**config.mk**
```make
export PLATFORM = sky130hd
export DESIGN_NAME = renameIssue
export DESIGN_NICKNAME = d
export VERILOG_FILES = /design/src/rtl/renamePkg.sv /design/src/rtl/renameCtrl.sv /design/src/rtl/renameData.sv /design/src/rtl/renameIssue.sv
export SDC_FILE = /design/constraint.sdc
export NUM_CORES = 1
export LEC_CHECK = 0
export CAP_MARGIN = 0
export CORE_UTILIZATION = 65
export DETAILED_ROUTE_END_ITERATION = 10
export GPL_TIMING_DRIVEN = 1
export PLACE_DENSITY = 0.83
export SYNTH_ARGS = -nofsm -noshare
export SYNTH_HDL_FRONTEND = slang
export SYNTH_SLANG_ARGS = --single-unit
```
**constraint.sdc**
```tcl
create_clock -name clk -period 4.9 [get_ports clk]
set_input_delay 0.49 -clock clk [delete_from_list [all_inputs] [get_ports clk]]
set_output_delay 0.49 -clock clk [all_outputs]
set_load 0.01 [all_outputs]
```
**src/rtl/renamePkg.sv**
```systemverilog
package renamePkg;

  // Lifecycle of one reservation station
  typedef enum logic [1:0] {
    SLOT_FREE,
    SLOT_WAIT,
    SLOT_EXEC,
    SLOT_DONE
  } slotState_t;

  // Issue-time strobes from control to datapath
  typedef struct packed {
    logic issueEn;
    logic aFromBus;
    logic bFromBus;
  } issueStrobe_t;

  // Per-station strobes from control to datapath
  typedef struct packed {
    logic capA;
    logic capB;
    logic start;
  } slotStrobe_t;

endpackage

```
**src/rtl/renameCtrl.sv**
```systemverilog
module renameCtrl
  import renamePkg::*;
#(
  parameter int NRS  = 4,
  parameter int NREG = 8,
  parameter int LAT  = 3,
  localparam int TAG_W = (NRS > 1) ? $clog2(NRS) : 1,
  localparam int REG_W = (NREG > 1) ? $clog2(NREG) : 1,
  localparam int CNT_W = (LAT > 1) ? $clog2(LAT) : 1
) (
  input  logic                     clk,
  input  logic                     rstN,
  input  logic                     inValid,
  input  logic [REG_W-1:0]         inDst,
  input  logic [REG_W-1:0]         inSrcA,
  input  logic [REG_W-1:0]         inSrcB,
  input  logic [REG_W-1:0]         rdAddr,
  output logic                     inReady,
  output logic [TAG_W-1:0]         issueTag,
  output issueStrobe_t             issStb,
  output slotStrobe_t [NRS-1:0]    slotStb,
  output logic                     cdbValid,
  output logic [TAG_W-1:0]         cdbTag,
  output logic [NREG-1:0]          regWrite,
  output logic                     rdPending
);

  logic [NRS-1:0]   freeVec;
  logic [NRS-1:0]   doneVec;
  logic             freeHit;
  logic             issueFire;
  logic [NREG-1:0]  statBusy;
  logic [TAG_W-1:0] statTag [NREG];
  logic             aPend, bPend, aBus, bBus;
  logic [TAG_W-1:0] aTag, bTag;

  // Lowest free station takes the head; lowest finished station owns the bus
  always_comb begin : pickSlots
    freeHit  = 1'b0;
    issueTag = '0;
    cdbValid = 1'b0;
    cdbTag   = '0;
    for (int i = NRS - 1; i >= 0; i--) begin
      if (freeVec[i]) begin
        freeHit  = 1'b1;
        issueTag = TAG_W'(i);
      end
      if (doneVec[i]) begin
        cdbValid = 1'b1;
        cdbTag   = TAG_W'(i);
      end
    end
  end

  assign inReady   = freeHit;
  assign issueFire = inValid && freeHit;

  // Source lookup in the status table, with same-cycle bus bypass
  always_comb begin : resolveSources
    aPend = statBusy[inSrcA];
    aTag  = statTag[inSrcA];
    bPend = statBusy[inSrcB];
    bTag  = statTag[inSrcB];
    aBus  = aPend && cdbValid && (cdbTag == aTag);
    bBus  = bPend && cdbValid && (cdbTag == bTag);
    issStb.issueEn  = issueFire;
    issStb.aFromBus = aBus;
    issStb.bFromBus = bBus;
  end

  for (genvar i = 0; i < NRS; i++) begin : gSlot
    localparam logic [TAG_W-1:0] MY_TAG = TAG_W'(i);
    slotState_t       st;
    logic             rdyA, rdyB;
    logic [TAG_W-1:0] tagA, tagB;
    logic [CNT_W-1:0] cnt;

    assign freeVec[i] = (st == SLOT_FREE);
    assign doneVec[i] = (st == SLOT_DONE);
    assign slotStb[i].capA  = (st == SLOT_WAIT) && !rdyA && cdbValid && (tagA == cdbTag);
    assign slotStb[i].capB  = (st == SLOT_WAIT) && !rdyB && cdbValid && (tagB == cdbTag);
    assign slotStb[i].start = (st == SLOT_WAIT) && rdyA && rdyB;

    always_ff @(posedge clk or negedge rstN) begin
      if (!rstN) begin
        st   <= SLOT_FREE;
        rdyA <= 1'b0;
        rdyB <= 1'b0;
        tagA <= '0;
        tagB <= '0;
        cnt  <= '0;
      end else begin
        unique case (st)
          SLOT_FREE: begin
            if (issueFire && (issueTag == MY_TAG)) begin
              st   <= SLOT_WAIT;
              rdyA <= !aPend || aBus;
              rdyB <= !bPend || bBus;
              tagA <= aTag;
              tagB <= bTag;
            end
          end
          SLOT_WAIT: begin
            if (slotStb[i].capA) rdyA <= 1'b1;
            if (slotStb[i].capB) rdyB <= 1'b1;
            if (slotStb[i].start) begin
              st  <= SLOT_EXEC;
              cnt <= CNT_W'(LAT - 1);
            end
          end
          SLOT_EXEC: begin
            if (cnt == '0) st <= SLOT_DONE;
            else           cnt <= cnt - CNT_W'(1);
          end
          default: begin
            if (cdbTag == MY_TAG) st <= SLOT_FREE;
          end
        endcase
      end
    end
  end

  // Register status table: write only if the entry still names the bus tag
  always_comb begin : matchWrites
    for (int r = 0; r < NREG; r++) begin
      regWrite[r] = cdbValid && statBusy[r] && (statTag[r] == cdbTag);
    end
  end

  always_ff @(posedge clk or negedge rstN) begin
    if (!rstN) begin
      statBusy <= '0;
      for (int r = 0; r < NREG; r++) statTag[r] <= '0;
    end else begin
      for (int r = 0; r < NREG; r++) begin
        if (issueFire && (inDst == REG_W'(r))) begin
          statBusy[r] <= 1'b1;
          statTag[r]  <= issueTag;
        end else if (regWrite[r]) begin
          statBusy[r] <= 1'b0;
        end
      end
    end
  end

  assign rdPending = statBusy[rdAddr];

endmodule

```
**src/rtl/renameData.sv**
```systemverilog
module renameData
  import renamePkg::*;
#(
  parameter int NRS  = 4,
  parameter int NREG = 8,
  parameter int DW   = 16,
  localparam int TAG_W = (NRS > 1) ? $clog2(NRS) : 1,
  localparam int REG_W = (NREG > 1) ? $clog2(NREG) : 1
) (
  input  logic                  clk,
  input  logic                  rstN,
  input  logic                  inOp,
  input  logic [REG_W-1:0]      inSrcA,
  input  logic [REG_W-1:0]      inSrcB,
  input  logic [REG_W-1:0]      rdAddr,
  input  logic [TAG_W-1:0]      issueTag,
  input  logic [TAG_W-1:0]      cdbTag,
  input  issueStrobe_t          issStb,
  input  slotStrobe_t [NRS-1:0] slotStb,
  input  logic [NREG-1:0]       regWrite,
  output logic [DW-1:0]         cdbData,
  output logic [DW-1:0]         rdData
);

  logic [DW-1:0] regFile   [NREG];
  logic [DW-1:0] resultArr [NRS];
  logic [DW-1:0] operA, operB;

  assign cdbData = resultArr[cdbTag];
  assign operA   = issStb.aFromBus ? cdbData : regFile[inSrcA];
  assign operB   = issStb.bFromBus ? cdbData : regFile[inSrcB];
  assign rdData  = regFile[rdAddr];

  always_ff @(posedge clk or negedge rstN) begin
    if (!rstN) begin
      for (int r = 0; r < NREG; r++) regFile[r] <= DW'(r);
    end else begin
      for (int r = 0; r < NREG; r++) begin
        if (regWrite[r]) regFile[r] <= cdbData;
      end
    end
  end

  for (genvar i = 0; i < NRS; i++) begin : gSlot
    localparam logic [TAG_W-1:0] MY_TAG = TAG_W'(i);
    logic          opSub;
    logic [DW-1:0] valA, valB, res;

    assign resultArr[i] = res;

    always_ff @(posedge clk or negedge rstN) begin
      if (!rstN) begin
        opSub <= 1'b0;
        valA  <= '0;
        valB  <= '0;
        res   <= '0;
      end else if (issStb.issueEn && (issueTag == MY_TAG)) begin
        valA  <= operA;
        valB  <= operB;
        opSub <= inOp;
      end else begin
        if (slotStb[i].capA)  valA <= cdbData;
        if (slotStb[i].capB)  valB <= cdbData;
        if (slotStb[i].start) res  <= opSub ? (valA - valB) : (valA + valB);
      end
    end
  end

endmodule

```
**src/rtl/renameIssue.sv**
```systemverilog
module renameIssue
  import renamePkg::*;
#(
  parameter int NRS  = 4,
  parameter int NREG = 8,
  parameter int DW   = 16,
  parameter int LAT  = 3,
  localparam int TAG_W = (NRS > 1) ? $clog2(NRS) : 1,
  localparam int REG_W = (NREG > 1) ? $clog2(NREG) : 1
) (
  input  logic             clk,
  input  logic             rstN,
  input  logic             inValid,
  input  logic             inOp,
  input  logic [REG_W-1:0] inDst,
  input  logic [REG_W-1:0] inSrcA,
  input  logic [REG_W-1:0] inSrcB,
  output logic             inReady,
  output logic [TAG_W-1:0] issueTag,
  output logic             cdbValid,
  output logic [TAG_W-1:0] cdbTag,
  output logic [DW-1:0]    cdbData,
  input  logic [REG_W-1:0] rdAddr,
  output logic [DW-1:0]    rdData,
  output logic             rdPending
);

  issueStrobe_t          issStb;
  slotStrobe_t [NRS-1:0] slotStb;
  logic [NREG-1:0]       regWrite;

  renameCtrl #(.NRS(NRS), .NREG(NREG), .LAT(LAT)) ctrl_i (
    .clk      (clk),
    .rstN     (rstN),
    .inValid  (inValid),
    .inDst    (inDst),
    .inSrcA   (inSrcA),
    .inSrcB   (inSrcB),
    .rdAddr   (rdAddr),
    .inReady  (inReady),
    .issueTag (issueTag),
    .issStb   (issStb),
    .slotStb  (slotStb),
    .cdbValid (cdbValid),
    .cdbTag   (cdbTag),
    .regWrite (regWrite),
    .rdPending(rdPending)
  );

  renameData #(.NRS(NRS), .NREG(NREG), .DW(DW)) data_i (
    .clk     (clk),
    .rstN    (rstN),
    .inOp    (inOp),
    .inSrcA  (inSrcA),
    .inSrcB  (inSrcB),
    .rdAddr  (rdAddr),
    .issueTag(issueTag),
    .cdbTag  (cdbTag),
    .issStb  (issStb),
    .slotStb (slotStb),
    .regWrite(regWrite),
    .cdbData (cdbData),
    .rdData  (rdData)
  );

endmodule

```
==> summary.md <==
| Metric | Value |
|---|---|
| # port buffers | `54` |
| R2R Setup Slk | `1.09 ns` |
| CTS Hold Buffers Added | `0` |
| Clk buf depth | `3` |
| Worst-Skew Late Latency | `0.58 ns` |
| Non-Filler Instances | `2987` |
| Sequential fraction of the synthesis area | `0.398` |
| Hold_ws | `-0.0168 ns` |
| Synthesized area | `0.0245 mm2` |
| Period utilization | `0.866` |
| Warnings, synthesis | `0` |
| #FFs+latches synth | `~390` |
| IO Pins | `55` |
| Crit path max-delay cell type | `nand2b_1` |
| Total Routing Usage GR | `0.422` |
| Post-synth top flop | `dfrtp_1` |
| Bufs and invs on worst path | `2` |
| Slew Limit Fails | `0` |
| Post-Syn Area per Cell | `about 10 um2` |
| Mean number of vias per cell | `slightly above 7` |
| Fill cells | `2507` |
| Dpl hpwl | `between 50000 and 60000 um` |
| Post-CTS Resized | `0` |
| Top cell type's share of synthesized area | `0.385` |
| Peak Freq | `0.236 GHz` |
| Core box area | `between 0.03 and 0.04 mm2` |
| R2r startpoint | `ctrl_i.gSlot[2].st[0]` |
| Rel. slew slack | `0.173` |
| CTS tree | `yes` |
| Clk slew on worst S/H paths | `approximately 0.06 ns` |
| Number of synthesized flops with an enable pin | `0` |
| Die area | `between 0.03 and 0.04 mm2` |
| Setup TNS | `0 ns` |
| Pin count of the biggest net entering global routing | `130` |
| CTS Sinks | `a little under 400` |
| Row count | `70` |
| H-tree Lvls | `2` |
| Crit path max-delay family | `compound AO/OA/AOI/OAI gates` |
| Max-Cap Viols | `0` |
| Run status | `finished, violations left` |
| Syn Inst Count | `between 2000 and 2500` |
| Data required, critical path | `~4.4 ns` |
| WL final | `79500 um` |
| Yosys top cell by area | `dfrtp_1` |
| DRC errors left | `0` |
| Synth-to-layout area growth | `9.87%` |
| Nets | `2588` |
| Initial core utilization | `0.665` |
| RD Place Congestion | `1.01` |
| Failing checks | `negative hold slack` |
| Clock root cell | `clkbuf_16` |
| Post-route ant nets | `0` |
| Critical Setup Path Class | `reg -> out` |
| Critical path capture point type | `output pin` |
| Width of the die | `around 200 um` |
| Max stage delay on crit path | `0.62 ns` |
| TritonCTS Buffers | `43` |
| Routed vias | `21300` |
| Drt pass-1 iters | `11` |
| Crit path cell chain | `ha_1 -> nand2b_1 -> nor3_1 -> o21ai_0 -> o221ai_1 -> inv_1 -> clkdlybuf4s50_1` |
| Critical R2R Capture | `data_i.gSlot[3].valA[11]` |
| HP Class | `in -> async` |
| DRT iter0 DRCs | `~3200` |
| Post-Place Cells | `just under 3000` |
| RSZ-0062 raised after global routing | `no` |
| Worst reg2reg path depth | `10` |
| Post-CTS setup buffers | `0` |
| Worst slew pin tran | `between 1 and 1.5 ns` |
| Crit path arrival time | `approximately 3.8 ns` |
| Final clock skew | `between 0.02 and 0.025 ns` |
| Final Setup Violations | `0` |
| Fraction of registers with async set/reset | `1.00` |
| Ratio of cells with drive above 1 in the final layout | `0.148` |
| ANT cells | `0` |
| CP Max Fanout | `18` |
| Avg WL per Cell | `between 20 and 30 um` |
| Post-route minimum period | `~4.2 ns` |
| Netlist cell types | `79` |
| Gr ovfl total | `0` |
| Startpoint class of the critical path | `register` |
| Die Ht | `approximately 200 um` |
| Vias in the first global route | `a little over 20000` |
| First-pass GRT wire length | `roughly 120000 um` |
| Final Hold Vio Count | `2` |
| Synth top area cells | `dfrtp_1 38%, mux4_2 9.6%, o21ai_0 4.8%` |
| Mapped Nets | `between 2000 and 3000` |
| Initial antenna violation count | `0` |
metal layers:
| metal | wire (um) | global-route usage | share of wire | vias to the layer above |
|---|---|---|---|---|
| li1 | - | - | - | 9112 |
| met1 | 29900 | 0.582 | 0.38 | 10500 |
| met2 | 34900 | 0.630 | 0.44 | 1501 |
| met3 | 10300 | 0.103 | 0.13 | 273 |
| met4 | 4450 | 0.205 | 0.056 | 0 |
| met5 | 0 | 0 | 0 | - |
kinds of logic after synthesis:
group	after synthesis	synth area share
AO/OA/AOI/OAI	689	0.185
AND/OR/NAND/NOR	664	0.120
flip-flops	388	0.398
buffers and inverters	305	0.0523
multiplexers	232	0.155
XOR/XNOR	124	0.0447
adder cells (fa/ha/maj)	88	0.0463
worst max path at each step:
stage / to / from / cells past startpoint
5_1_grt: cdbData[7] / ctrl_i.gSlot[2].st[0] / 7
2_1_floorplan: data_i.gSlot[0].res[15] / data_i.gSlot[0].valB[0] / 14
3_5_place_dp: data_i.gSlot[0].valA[0] / inSrcA[2] / 8
6_report: cdbData[7] / ctrl_i.gSlot[2].st[0] / 7
3_3_place_gp: data_i.gSlot[0].valA[1] / inSrcA[2] / 8
4_1_cts: cdbData[1] / ctrl_i.gSlot[2].st[0] / 8
metrics by stage:
stage | utilization | setup WS (ns) | instance area [um2]
3_5_place_dp | 0.690 | 1.15 | 25400
3_3_place_gp | 0.690 | 1.23 | 25400
5_1_grt | 0.730 | 0.484 | 26900
6_report | 0.730 | 0.657 | 26900
2_1_floorplan | - | 1.81 | 24500
4_1_cts | 0.730 | 0.787 | 26900
registers in the layout, indices dropped and copies added (netlist names), 16 cells and up:
| signal | cells |
|---|---|
| data_i.regFile | 128 |
| data_i.gSlot.valB | 64 |
| data_i.gSlot.valA | 64 |
| ctrl_i.statTag | 16 |
| data_i.gSlot.res | 64 |
Yosys cell counts (27+ instances only):
master and n:
a211oi_1 34, a21oi_1 134, a221oi_1 45, a222oi_1 59
buf_2 27, clkbuf_1 121, dfrtp_1 376, ha_1 84
inv_1 131, mux2_2 76, mux2i_1 47, mux4_2 104
nand2_1 310, nor2_1 155, nor3_1 87, o21a_1 37
o21ai_0 233, xnor2_1 96, xor2_1 27
layout by cell type (no fill, tap or decap), types with 8 or more instances in the layout:
| cell type | synthesis | layout |
|---|---|---|
| a222oi_1 | 59 | 59 |
| nand2b_1 | 21 | 21 |
| clkbuf_16 | 0 | 44 |
| o21a_1 | 37 | 37 |
| a31oi_1 | 18 | 18 |
| nand2_1 | 310 | 310 |
| clkbuf_8 | 0 | 11 |
| mux2i_1 | 47 | 47 |
| a21o_1 | 21 | 21 |
| a221oi_1 | 45 | 45 |
| o31ai_1 | 13 | 13 |
| xor2_1 | 27 | 27 |
| inv_1 | 131 | 131 |
| or3_1 | 8 | 8 |
| ha_1 | 84 | 84 |
| clkbuf_1 | 121 | 8 |
| and3_1 | 9 | 8 |
| o21ai_0 | 233 | 233 |
| o211ai_1 | 8 | 8 |
| o221ai_1 | 15 | 15 |
| dfrtp_1 | 376 | 376 |
| o21ai_1 | 16 | 16 |
| clkdlybuf4s50_1 | 0 | 47 |
| nor3_1 | 87 | 87 |
| nor2b_1 | 9 | 9 |
| buf_4 | 3 | 65 |
| nor2_1 | 155 | 155 |
| mux2_2 | 76 | 76 |
| dfstp_2 | 12 | 12 |
| a211oi_1 | 34 | 34 |
| a21oi_1 | 134 | 133 |
| xnor2_1 | 96 | 96 |
| clkinv_2 | 0 | 9 |
| mux4_2 | 104 | 104 |
| nand3_1 | 20 | 20 |
worst reg2reg max path, stage by stage, from the launching register on:
cell      delay (ns)
dfrtp_1         0.42
ha_1            0.30
nand2b_1        0.50
a21oi_2         0.30
buf_4           0.37
xor2_1          0.22
o211ai_2        0.21
buf_4           0.31
nor3_1          0.61
a21oi_1         0.21
o21a_1          0.26
final cells by class:
class	count	area, um2	area share
Timing Repair Buffer	122	1060	0.0396
Sequential cell	388	9720	0.362
Clock inverter	17	205	0.00764
Clock buffer	63	1280	0.0477
Tap cell	468	586	0.0218
Multi-Input combinational cell	1797	13500	0.503
Inverter	132	495	0.0184
Power is left out: the tool's default activity adds up to more than one toggle a clock period on the data nets, which glitch-free logic cannot reach.
